### src/rtl/sdr_seq_pkg.sv
package sdr_seq_pkg;

   typedef enum logic [2:0] {
      CMD_NOP  = 3'd0,
      CMD_PRE  = 3'd1,
      CMD_REF  = 3'd2,
      CMD_MRS  = 3'd3,
      CMD_SLOT = 3'd4
   } sdr_cmd_e;

   typedef enum logic [1:0] {
      PH_PWR,
      PH_ISSUE,
      PH_WAIT,
      PH_RUN
   } seq_phase_e;

   typedef enum logic [1:0] {
      WK_NONE,
      WK_GAP,
      WK_RFC
   } wait_kind_e;

   localparam int          STEP_W      = 5;
   localparam logic [4:0]  LAST_INIT   = 5'd20;
   localparam logic [4:0]  FIRST_BURST = 5'd21;
   localparam logic [4:0]  LAST_BURST  = 5'd24;

   // Command issued in each step. Steps 0..20 form the start-up
   // program; steps 21..24 form the periodic refresh burst.
   function automatic sdr_cmd_e step_cmd(input logic [4:0] s);
      sdr_cmd_e c;
      if (s == 5'd0)                     c = CMD_PRE;
      else if (s == 5'd1 || s == 5'd10)  c = CMD_MRS;
      else if (s >= 5'd2 && s <= 5'd9)   c = CMD_REF;
      else if (s >= 5'd11 && s <= 5'd20) c = CMD_SLOT;
      else if (s >= 5'd21 && s <= 5'd24) c = CMD_REF;
      else                               c = CMD_NOP;
      return c;
   endfunction

   // Kind of NOP stretch that follows each step.
   function automatic wait_kind_e step_wait(input logic [4:0] s);
      wait_kind_e k;
      if (s == 5'd0 || s == 5'd1 || s == 5'd5 || s == 5'd9 || s == 5'd10)
         k = WK_GAP;
      else if ((s >= 5'd2 && s <= 5'd4) || (s >= 5'd6 && s <= 5'd8) ||
               (s >= 5'd21 && s <= 5'd24))
         k = WK_RFC;
      else
         k = WK_NONE;
      return k;
   endfunction

endpackage

### src/rtl/sdr_step_seq.sv
module sdr_step_seq
   import sdr_seq_pkg::*;
#(
   parameter int PWRUP_CYC = 10000,
   parameter int GAP_CYC   = 100,
   parameter int RFC_CYC   = 4
) (
   input  logic       clk,
   input  logic       rst_n,
   input  logic       ref_go,
   output logic [2:0] cmd_o,
   output logic       run_o,
   output logic       init_done_o
);

   localparam int MAX_A = (PWRUP_CYC > GAP_CYC) ? PWRUP_CYC : GAP_CYC;
   localparam int MAX_W = (MAX_A > RFC_CYC) ? MAX_A : RFC_CYC;
   localparam int CNT_W = (MAX_W < 2) ? 1 : $clog2(MAX_W + 1);

   seq_phase_e       phase_q;
   logic [4:0]       step_q;
   logic [CNT_W-1:0] cnt_q;
   logic             done_q;
   logic [CNT_W-1:0] wlen;

   always_comb begin
      case (step_wait(step_q))
         WK_GAP:  wlen = CNT_W'(GAP_CYC);
         WK_RFC:  wlen = CNT_W'(RFC_CYC);
         default: wlen = '0;
      endcase
   end

   always_ff @(posedge clk) begin
      if (!rst_n) begin
         phase_q <= PH_PWR;
         step_q  <= '0;
         cnt_q   <= CNT_W'(PWRUP_CYC - 1);
         done_q  <= 1'b0;
      end else begin
         case (phase_q)
            PH_PWR: begin
               if (cnt_q == '0) phase_q <= PH_ISSUE;
               else             cnt_q   <= cnt_q - 1'b1;
            end
            PH_ISSUE, PH_WAIT: begin
               if (phase_q == PH_ISSUE && wlen != '0) begin
                  phase_q <= PH_WAIT;
                  cnt_q   <= wlen - 1'b1;
               end else if (phase_q == PH_WAIT && cnt_q != '0) begin
                  cnt_q <= cnt_q - 1'b1;
               end else if (step_q == LAST_INIT) begin
                  phase_q <= PH_RUN;
                  done_q  <= 1'b1;
               end else if (step_q == LAST_BURST) begin
                  phase_q <= PH_RUN;
               end else begin
                  phase_q <= PH_ISSUE;
                  step_q  <= step_q + 1'b1;
               end
            end
            default: begin
               if (ref_go) begin
                  phase_q <= PH_ISSUE;
                  step_q  <= FIRST_BURST;
               end
            end
         endcase
      end
   end

   assign cmd_o       = (phase_q == PH_ISSUE) ? step_cmd(step_q) : CMD_NOP;
   assign run_o       = (phase_q == PH_RUN);
   assign init_done_o = done_q;

endmodule

### src/rtl/sdr_ref_timer.sv
module sdr_ref_timer #(
   parameter int REF_PERIOD = 195,
   parameter int PRESC_FAST = 8,
   parameter bit SLOW_EN    = 1'b1
) (
   input  logic clk,
   input  logic rst_n,
   input  logic en,
   input  logic slow,
   output logic tick
);

   localparam int P_W = (2 * PRESC_FAST < 2) ? 1 : $clog2(2 * PRESC_FAST);
   localparam int Q_W = (REF_PERIOD < 2) ? 1 : $clog2(REF_PERIOD);

   logic [P_W-1:0] p_q;
   logic [Q_W-1:0] q_q;
   logic [P_W-1:0] p_lim;
   logic           p_wrap;
   logic           q_wrap;

   generate
      if (SLOW_EN) begin : g_dual_rate
         assign p_lim = slow ? P_W'(2 * PRESC_FAST - 1) : P_W'(PRESC_FAST - 1);
      end else begin : g_fixed_rate
         assign p_lim = slow ? P_W'(PRESC_FAST - 1) : P_W'(PRESC_FAST - 1);
      end
   endgenerate

   assign p_wrap = (p_q >= p_lim);
   assign q_wrap = (q_q == Q_W'(REF_PERIOD - 1));

   always_ff @(posedge clk) begin
      if (!rst_n || !en) begin
         p_q <= '0;
         q_q <= '0;
      end else if (p_wrap) begin
         p_q <= '0;
         q_q <= q_wrap ? '0 : q_q + 1'b1;
      end else begin
         p_q <= p_q + 1'b1;
      end
   end

   assign tick = en && p_wrap && q_wrap;

endmodule

### src/rtl/sdram_pwrup_seq.sv
module sdram_pwrup_seq
   import sdr_seq_pkg::*;
#(
   parameter int              CLK_MHZ    = 50,
   parameter int              PWRUP_US   = 200,
   parameter int              GAP_US     = 2,
   parameter int              RFC_CYC    = 4,
   parameter int              REF_PERIOD = 195,
   parameter int              PRESC_FAST = 8,
   parameter bit              SLOW_EN    = 1'b1,
   parameter int              ADDR_W     = 13,
   parameter logic [ADDR_W-1:0] MODE_WORD = 'h22
) (
   input  logic              clk,
   input  logic              rst_n,
   input  logic              slow_rate,
   input  logic              ref_ack,
   output logic [2:0]        cmd,
   output logic [ADDR_W-1:0] addr,
   output logic              ready,
   output logic              ref_req
);

   localparam int PWRUP_CYC = PWRUP_US * CLK_MHZ;
   localparam int GAP_CYC   = GAP_US * CLK_MHZ;

   generate
      if (PWRUP_CYC < 1)   begin : g_bad_pwrup  $error("power-up time must be at least one cycle"); end
      if (REF_PERIOD < 1)  begin : g_bad_period $error("refresh period must be positive"); end
      if (PRESC_FAST < 1)  begin : g_bad_presc  $error("prescaler must be positive"); end
      if (ADDR_W < 3)      begin : g_bad_addr   $error("address too narrow for mode word"); end
      if ((MODE_WORD >> (ADDR_W - 2)) != 0) begin : g_bad_mode
         $error("mode word does not fit after the two-bit shift");
      end
   endgenerate

   logic [2:0] seq_cmd;
   logic       run;
   logic       init_done;
   logic       tick;
   logic       accept;
   logic       req_q;

   assign accept = run && req_q && ref_ack;

   sdr_step_seq #(
      .PWRUP_CYC (PWRUP_CYC),
      .GAP_CYC   (GAP_CYC),
      .RFC_CYC   (RFC_CYC)
   ) u_seq (
      .clk         (clk),
      .rst_n       (rst_n),
      .ref_go      (accept),
      .cmd_o       (seq_cmd),
      .run_o       (run),
      .init_done_o (init_done)
   );

   sdr_ref_timer #(
      .REF_PERIOD (REF_PERIOD),
      .PRESC_FAST (PRESC_FAST),
      .SLOW_EN    (SLOW_EN)
   ) u_tmr (
      .clk   (clk),
      .rst_n (rst_n),
      .en    (init_done),
      .slow  (slow_rate),
      .tick  (tick)
   );

   always_ff @(posedge clk) begin
      if (!rst_n)      req_q <= 1'b0;
      else if (tick)   req_q <= 1'b1;
      else if (accept) req_q <= 1'b0;
   end

   assign cmd     = seq_cmd;
   assign addr    = (seq_cmd == CMD_MRS) ? (MODE_WORD << 2) : '0;
   assign ready   = run;
   assign ref_req = req_q;

endmodule

### config.mk
export PLATFORM = sky130hd
export DESIGN_NAME = sdram_pwrup_seq
export DESIGN_NICKNAME = d
export VERILOG_FILES = /design/src/rtl/sdr_seq_pkg.sv /design/src/rtl/sdr_step_seq.sv /design/src/rtl/sdr_ref_timer.sv /design/src/rtl/sdram_pwrup_seq.sv
export SDC_FILE = /design/constraint.sdc
export NUM_CORES = 1
export LEC_CHECK = 0
export ABC_AREA = 1
export CAP_MARGIN = 0
export CORE_MARGIN = 8
export CORE_UTILIZATION = 53
export DETAILED_ROUTE_END_ITERATION = 16
export HOLD_SLACK_MARGIN = 0.12
export PLACE_DENSITY = 0.87
export SYNTH_ARGS = -nofsm -noshare
export SYNTH_HDL_FRONTEND = slang
export SYNTH_HIERARCHICAL = 1
export SYNTH_SLANG_ARGS = --single-unit
### constraint.sdc
create_clock -name clk -period 1.8 [get_ports clk]
set_input_delay 0.27 -clock clk [delete_from_list [all_inputs] [get_ports clk]]
set_output_delay 0.27 -clock clk [all_outputs]
set_load 0.03 [all_outputs]
; After elaboration in Yosys (flattened, before gate mapping)
; Index checks and enable logic that the tools add are counted.
[totals]
ff_bits = 35
inputBits = 4
out_inout_bits = 18
elab_cells = 113
[classes]
addsub = 5
order_cmp = 10
n_eq_ne = 21
n_mux = 31
n_bitwise = 3
n_reduce_logical = 36
[ops]
columns = operator, n
row1 = 2-to-1 mux 14 bit, 3
row2 = case mux 14 bit (2 select lines), 1
row3 = nonzero test 14 bit, 2
row4 = 2-to-1 mux 5 bit, 5
row5 = 2-to-1 mux 2 bit, 9
row6 = 2-to-1 mux 8 bit, 2
row7 = 2-to-1 mux 3 bit, 5
row8 = logical NOT 14 bit, 1
row9 = case mux 7 bit (2 select lines), 1
row10 = "subtractor 14 x 1 -> 14 bit, second input constant", 1
row11 = logical AND 1 bit, 11
row12 = "equality test 5 x 4 -> 1 bit, second input constant", 2
row13 = "equality test 5 bit, second input constant", 2
row14 = "<= comparator 5 x 4 -> 1 bit, second input constant", 2
row15 = "<= comparator 5 bit, second input constant", 2
row16 = "inequality test 2 bit, second input constant", 5
row17 = case mux 5 bit (2 select lines), 1
row18 = "adder 8 x 1 -> 8 bit, second input constant", 1
row19 = "equality test 8 bit, second input constant", 1
row20 = logical OR 1 bit, 8
row21 = "subtractor 7 x 1 -> 8 bit, second input constant", 1
row22 = "equality test 2 bit, second input constant", 3
row23 = AND reduction 3 bit, 2
row24 = AND reduction 6 bit, 1
row25 = 26 further kinds, 34

; Longest topological paths before layout
[depth]
depth_word = 12
ltp_mapped = 14
ltp_nobuf = 14

; Cells and area by module
; The synthesis kept the hierarchy.
[by_module_without_submodules]
columns = module, instances, cells_per_inst, area_each_um2, seq_area_each_um2
row1 = sdr_step_seq, 1, 270, 1838.0, 440.4
row2 = sdr_ref_timer, 1, 90, 659.4, 240.2
row3 = sdram_pwrup_seq, 1, 22, 148.9, 20.0

; Worst setup path before layout
; OpenSTA, ideal clock, no wires.
[synth_path]
path_kind = register to output
startpoint = register u_seq.step_q[1]
endpoint = output addr[7]
arrival_time_ns = 2.904
t_required_ns = 1.530
slack_ns = -1.374
path_stages_with_launch = 10
n_path_buf = 1
path_cell_list = dfxtp_1 -> inv_1 -> ha_1 -> nand2_1 -> nor2_1 -> o21ai_0 -> inv_1 -> nor4_1 -> nor2_1 -> buf_4
[synth_between]
elab_cells_between_ends = 21
classes_between = 6 x order compare / 3 x eq/ne / 7 x mux / 5 x reduce/logical
[synth_rtl]
columns = item, line
row1 = start: declaration, sdr_step_seq.sv:21  ; logic [4:0] step_q;
row2 = start signal: assignment, sdr_step_seq.sv:59  ; step_q <= step_q + 1'b1;
row3 = greater-or-equal comparator 5 x 4 -> 1 bit or <= comparator 5 bit (tied branches), sdr_seq_pkg.sv:36  ; else if (s >= 5'd11 && s <= 5'd20) c = CMD_SLOT;
row4 = logical AND 1 bit, sdr_seq_pkg.sv:36
row5 = 2-to-1 mux 3 bit, sdr_seq_pkg.sv:36
row6 = 2-to-1 mux 3 bit, sdr_seq_pkg.sv:35  ; else if (s >= 5'd2 && s <= 5'd9) c = CMD_REF;
row7 = 2-to-1 mux 3 bit, sdr_seq_pkg.sv:34  ; else if (s == 5'd1 || s == 5'd10) c = CMD_MRS;
row8 = 2-to-1 mux 3 bit *, sdr_seq_pkg.sv:33  ; if (s == 5'd0) c = CMD_PRE;
row9 = 2-to-1 mux 3 bit *, sdr_step_seq.sv:72  ; assign cmd_o = (phase_q == PH_ISSUE) ? step_cmd(step_q) : CMD_NOP;
row10 = via cmd[2], sdram_pwrup_seq.sv:18  ; output logic [2:0] cmd,
row11 = equality test 3 x 2 -> 1 bit *, sdram_pwrup_seq.sv:78  ; assign addr = (seq_cmd == CMD_MRS) ? (MODE_WORD << 2) : '0;
row12 = 2-to-1 mux 8 bit *, sdram_pwrup_seq.sv:78
row13 = end: declaration, sdram_pwrup_seq.sv:19  ; output logic [ADDR_W-1:0] addr,
; Mark *: on every way through the listed nets, which the timed path passes. The rest lies on a longest branch.

; Worst setup path after layout
[layout_path]
startpoint = register u_seq.step_q[0]
endpoint = output addr[3]
[layout_between]
elab_chain_cells = 10
elab_cells_between_ends = 21
classes_between = 6 x order compare / 3 x eq/ne / 7 x mux / 5 x reduce/logical
[layout_lines]
columns = item, line
row1 = greater-or-equal comparator 5 bit or <= comparator 5 bit (tied branches), sdr_seq_pkg.sv:37  ; else if (s >= 5'd21 && s <= 5'd24) c = CMD_REF;
row2 = logical AND 1 bit, sdr_seq_pkg.sv:37
row3 = 2-to-1 mux 2 bit, sdr_seq_pkg.sv:37
row4 = 2-to-1 mux 3 bit, sdr_seq_pkg.sv:36
row5 = 2-to-1 mux 3 bit, sdr_seq_pkg.sv:35
row6 = 2-to-1 mux 3 bit, sdr_seq_pkg.sv:34
row7 = 2-to-1 mux 3 bit *, sdr_seq_pkg.sv:33
row8 = 2-to-1 mux 3 bit *, sdr_step_seq.sv:72
row9 = equality test 3 x 2 -> 1 bit *, sdram_pwrup_seq.sv:78
row10 = 2-to-1 mux 8 bit *, sdram_pwrup_seq.sv:78
; Mark *: on every way between the ends. The rest lies on a longest branch, timed or not.

==> impl_summary.md <==
Status
The flow ran to the end, but the final reports show violations. The checks that failed: negative setup slack.

Floorplanning
The I/O pin count is 22. The die is 86.7 um tall. The die span in x is 86.7 um. The floorplan has 25 rows. The die covers 0.00751 mm2. The total area inside the core boundary comes to 0.00479 mm2. The effective utilization at floorplan is 55.3%.

Synth
Among all cell types in the netlist, the one instantiated most often is nand2_1. The number of synthesized flops with an enable pin is 0. The most used flip-flop cell after synthesis is dfxtp_1. The post-synthesis sequential area ratio is 26.5%.

Summed over all instances, the cell type with the most area after synthesis is dfxtp_1. The number of different library cells used by synthesis comes to 39. Counting flops and latches in the post-synthesis netlist gives 35.

After synthesis, the cell types taking the most area are dfxtp_1 26%, nand2_1 11%, nor2_1 7.7%. The number of warnings printed during yosys synthesis is 6. After technology mapping, the gate count stands at 382. By count the netlist is led by 80 x nand2_1, 54 x nor2_1, 47 x inv_1.

Averaged over all synthesized cells, the footprint is 6.93 um2. The post-synth design cell area is 0.00265 mm2. The async set-or-reset flop fraction in the synthesized netlist is 0%. Summed over its instances, the top area cell type makes up 26.5% of the synthesized netlist area.

Global route
The first global-routing pass estimated 12400 um of wire. Entering global routing, the biggest net connects 16 pins. The global router's overall resource usage is 20.4%. For met1 alone, demand over resource in global routing was 21.7%.

Global routing used 36.9% of the available met2 tracks. The total grt overflow is 0. The initial antenna violation count came to 0. The most crowded layer after global routing is met2. For met3 alone, demand over resource in global routing was 3.31%. The via count of the first global-routing pass came to 2721.

Route
The count of nets left with antenna violations once routing finished came out at 0. After detailed routing, the number of remaining DRC violations is 0. The final layout contains routed wiring with a total length of 8180 um. The via count is 2877. The detail-routed via count per cell is 5.65.

The total iterations of the first detailed-routing run is 6. The number of design-rule violations left by the first detailed-router iteration is 369. After detailed routing, the average wire length per cell comes to 16.1 um.

Clock tree
TritonCTS built the clock tree. The H-tree was split into 2 levels. In this run, CTS created clock tree buffers numbering 5. The clock drives 35 sinks. CTS placed an instance of clkbuf_8 at the clock tree root.

The clock passes through at most 2 buffers. For the worst-skew pair, the clock arrives at the later sink with an insertion delay of 290 ps. The clock-pin slew of the registers on the worst-case setup and hold paths is 80 ps.

STA
The worst path uses 123% of the clock period. The minimum period implied by the final worst setup slack is 2210 ps. Across the routed clock network, the largest skew measured is 6.29 ps.

Once routing completed, OpenROAD measured the worst setup slack at -406 ps. The headroom to the max-slew limit is 62.8%. The count of pins over their slew limit was 0.

Hold timing on the final database bottoms out at a slack of 457 ps. The number of endpoints with negative hold slack in the final report is 0. The fmax is 0.453 GHz. The total of endpoints with negative setup slack in the final report is 27.

Setup repair after global routing could not meet its margin everywhere. At the pin with the least slew margin, the transition time is 557 ps.

Placement
The number of placed instances, taps included, is 489. At the end of routability-driven placement, the weighted congestion stood at 0.918. The count of buffers added on input and output ports is 10. The sum of net half-perimeters after detailed placement is 4600 um.

Worst setup path
The cell type of the slowest stage on the worst timing path is dfxtp_4. For flop-to-flop paths, the worst setup slack is -370 ps. STA puts the critical path data required time at 1530 ps. The worst setup path is of the reg -> out kind.

The largest incremental delay on the critical path is 420 ps. The largest driver fanout on the critical path is 6. The worst register-to-register path begins at u_seq/step_q[0]. The worst setup path is captured at an output port.

Measured in cells, the most critical reg-to-reg path has a length of 14. The signal on the critical path passes through nor2_4, nand2_2, nor2_4, o31ai_4, nand2_2, a211oi_4, nand2_2, nor2_4, buf_6. The startpoint type of the worst setup path is a register. Data arrives at the worst endpoint at 1940 ps.

In this run the critical register-to-register path is captured at u_seq/cnt_q[12].

Pwr
IR analysis of the VDD net gives a maximum drop of 0.000383 V. The internal power of the cells is 0.00115 W. In this run the static leakage power is 1.54 nW. The total power divided by cell area is 432 mW/mm2.

The proportion of power drawn by combinational gates is 6.5%. The design draws 0.00153 W. In this run switching power makes up 24.3% of total power. The sequential fraction of design power is 50.9%. For this design the total switching power over the nets is 0.000371 W. The clock network burns 42.6% of the power.

Finish
0 antenna diodes ended up in the layout. The filler-free cell count of the finished design is 509. The relative area change from synthesis to final layout is 33.5%. The post-layout net count is 459.

The fraction of layout instances using a drive strength above 1 is 35.5%.

Hold path
The worst hold-check path type is reg -> reg. Along the worst hold path, the cell count comes to 1. In this run the most critical hold path is launched from u_tmr/p_q[0].

The worst hold path terminates at u_tmr/p_q[0].

Flow run
The count of maximum capacitance violations is 0.
-- registers in the layout, summed over array words and instances (netlist names) --
| register | flops |
|---|---|
| u_tmr/p_q | 4 |
| u_seq/cnt_q | 14 |
| u_seq/step_q | 5 |
| ref_req | 1 |
| u_seq/init_done_o | 1 |
| u_seq/phase_q | 2 |
| u_tmr/q_q | 8 |
-- cells in the final DEF, fill, tap and decap left out, types with 6 or more instances in the layout --
cell type,n
a21oi_1,9
a21oi_2,9
buf_4,46
buf_6,9
clkbuf_8,7
conb_1,11
dfxtp_1,30
ha_1,11
inv_1,42
nand2_1,64
nand2_2,14
nand2_4,6
nand2_8,6
nand3_1,24
nand3_2,6
nand4_1,9
nor2_1,48
nor2_2,6
nor2_4,10
o211ai_2,6
o21ai_0,7
xor2_1,8
-- power groups by stage --
| stage | sequential, W | clock (W) | combinational, W |
|---|---|---|---|
| 2_1_floorplan | 0.000797 | 0 | 0.0000811 |
| 3_3_place_gp | 0.000797 | 0 | 0.0000869 |
| 3_5_place_dp | 0.000797 | 0 | 0.0000896 |
| 4_1_cts | 0.000778 | 0.000648 | 0.0000913 |
| 5_1_grt | 0.000776 | 0.000682 | 0.000106 |
| 6_report | 0.000776 | 0.000650 | 0.0000993 |
-- routing by layer --
layer | wire length [um] | vias up
met1 | 3140 | 1342
met3 | 552 | 49
met4 | 366 | 0
met5 | 0 | -
li1 | - | 1323
met2 | 4120 | 163
-- cell type report --
type | count | area [um2]
tap | 67 | 83.8
clock buffer | 8 | 100
timing repair buffer | 60 | 495
inverter | 50 | 199
multi-input combinational | 289 | 1940
fill | 313 | 1250
sequential | 35 | 717
-- metrics by stage --
stage / setup slack [ps] / instance area (um2) / util, % / setup TNS, ps
after floorplan: -465 / 2790 / - / -759
after global placement: -180 / 3080 / 64.4 / -2080
after detailed placement: -211 / 3080 / 64.4 / -3720
after CTS: -360 / 3420 / 71.5 / -5020
after global routing: -511 / 3530 / 73.8 / -9610
final: -406 / 3530 / 73.8 / -7390
-- worst max-delay path: cells and delay by family, from the launching register on --
kind,cells,cell delay (ps)
AOI/OAI and AO/OA,2,500
buffers and inverters,1,140
DFF,1,420
and+or+nand+nor,6,580
-- kinds of logic after synthesis --
kind of cell,synth area share [%]
fa+ha+maj,6.62
other cells,0.142
flops,26.5
xor+xnor,2.98
simple gates,37.7
compound gates,11.7
buf+inv,14.4
-- repair_timing --
item                                    4_1_cts  5_1_grt
hold buffers                                  0        0
pin swaps                                    15       13
hold endpoints to repair                      0        0
endpoints found under the setup margin       27       27
gates cloned                                  4        0
buffers inserted                              6        2
gates resized for setup                      50       26
-- how the worst max path moves through the flow --
stage / depth (start not counted) / to / slack, ps / from
after floorplan: 10 / addr[7] / -460 / u_seq/step_q[3]
after global placement: 10 / addr[7] / -180 / u_seq/step_q[2]
after detailed placement: 10 / addr[3] / -210 / u_seq/step_q[2]
after CTS: 8 / addr[3] / -360 / u_seq/step_q[0]
after global routing: 11 / addr[3] / -510 / u_seq/step_q[1]
final: 9 / addr[3] / -410 / u_seq/step_q[0]
No activity file was read; power rests on OpenSTA's default activity.
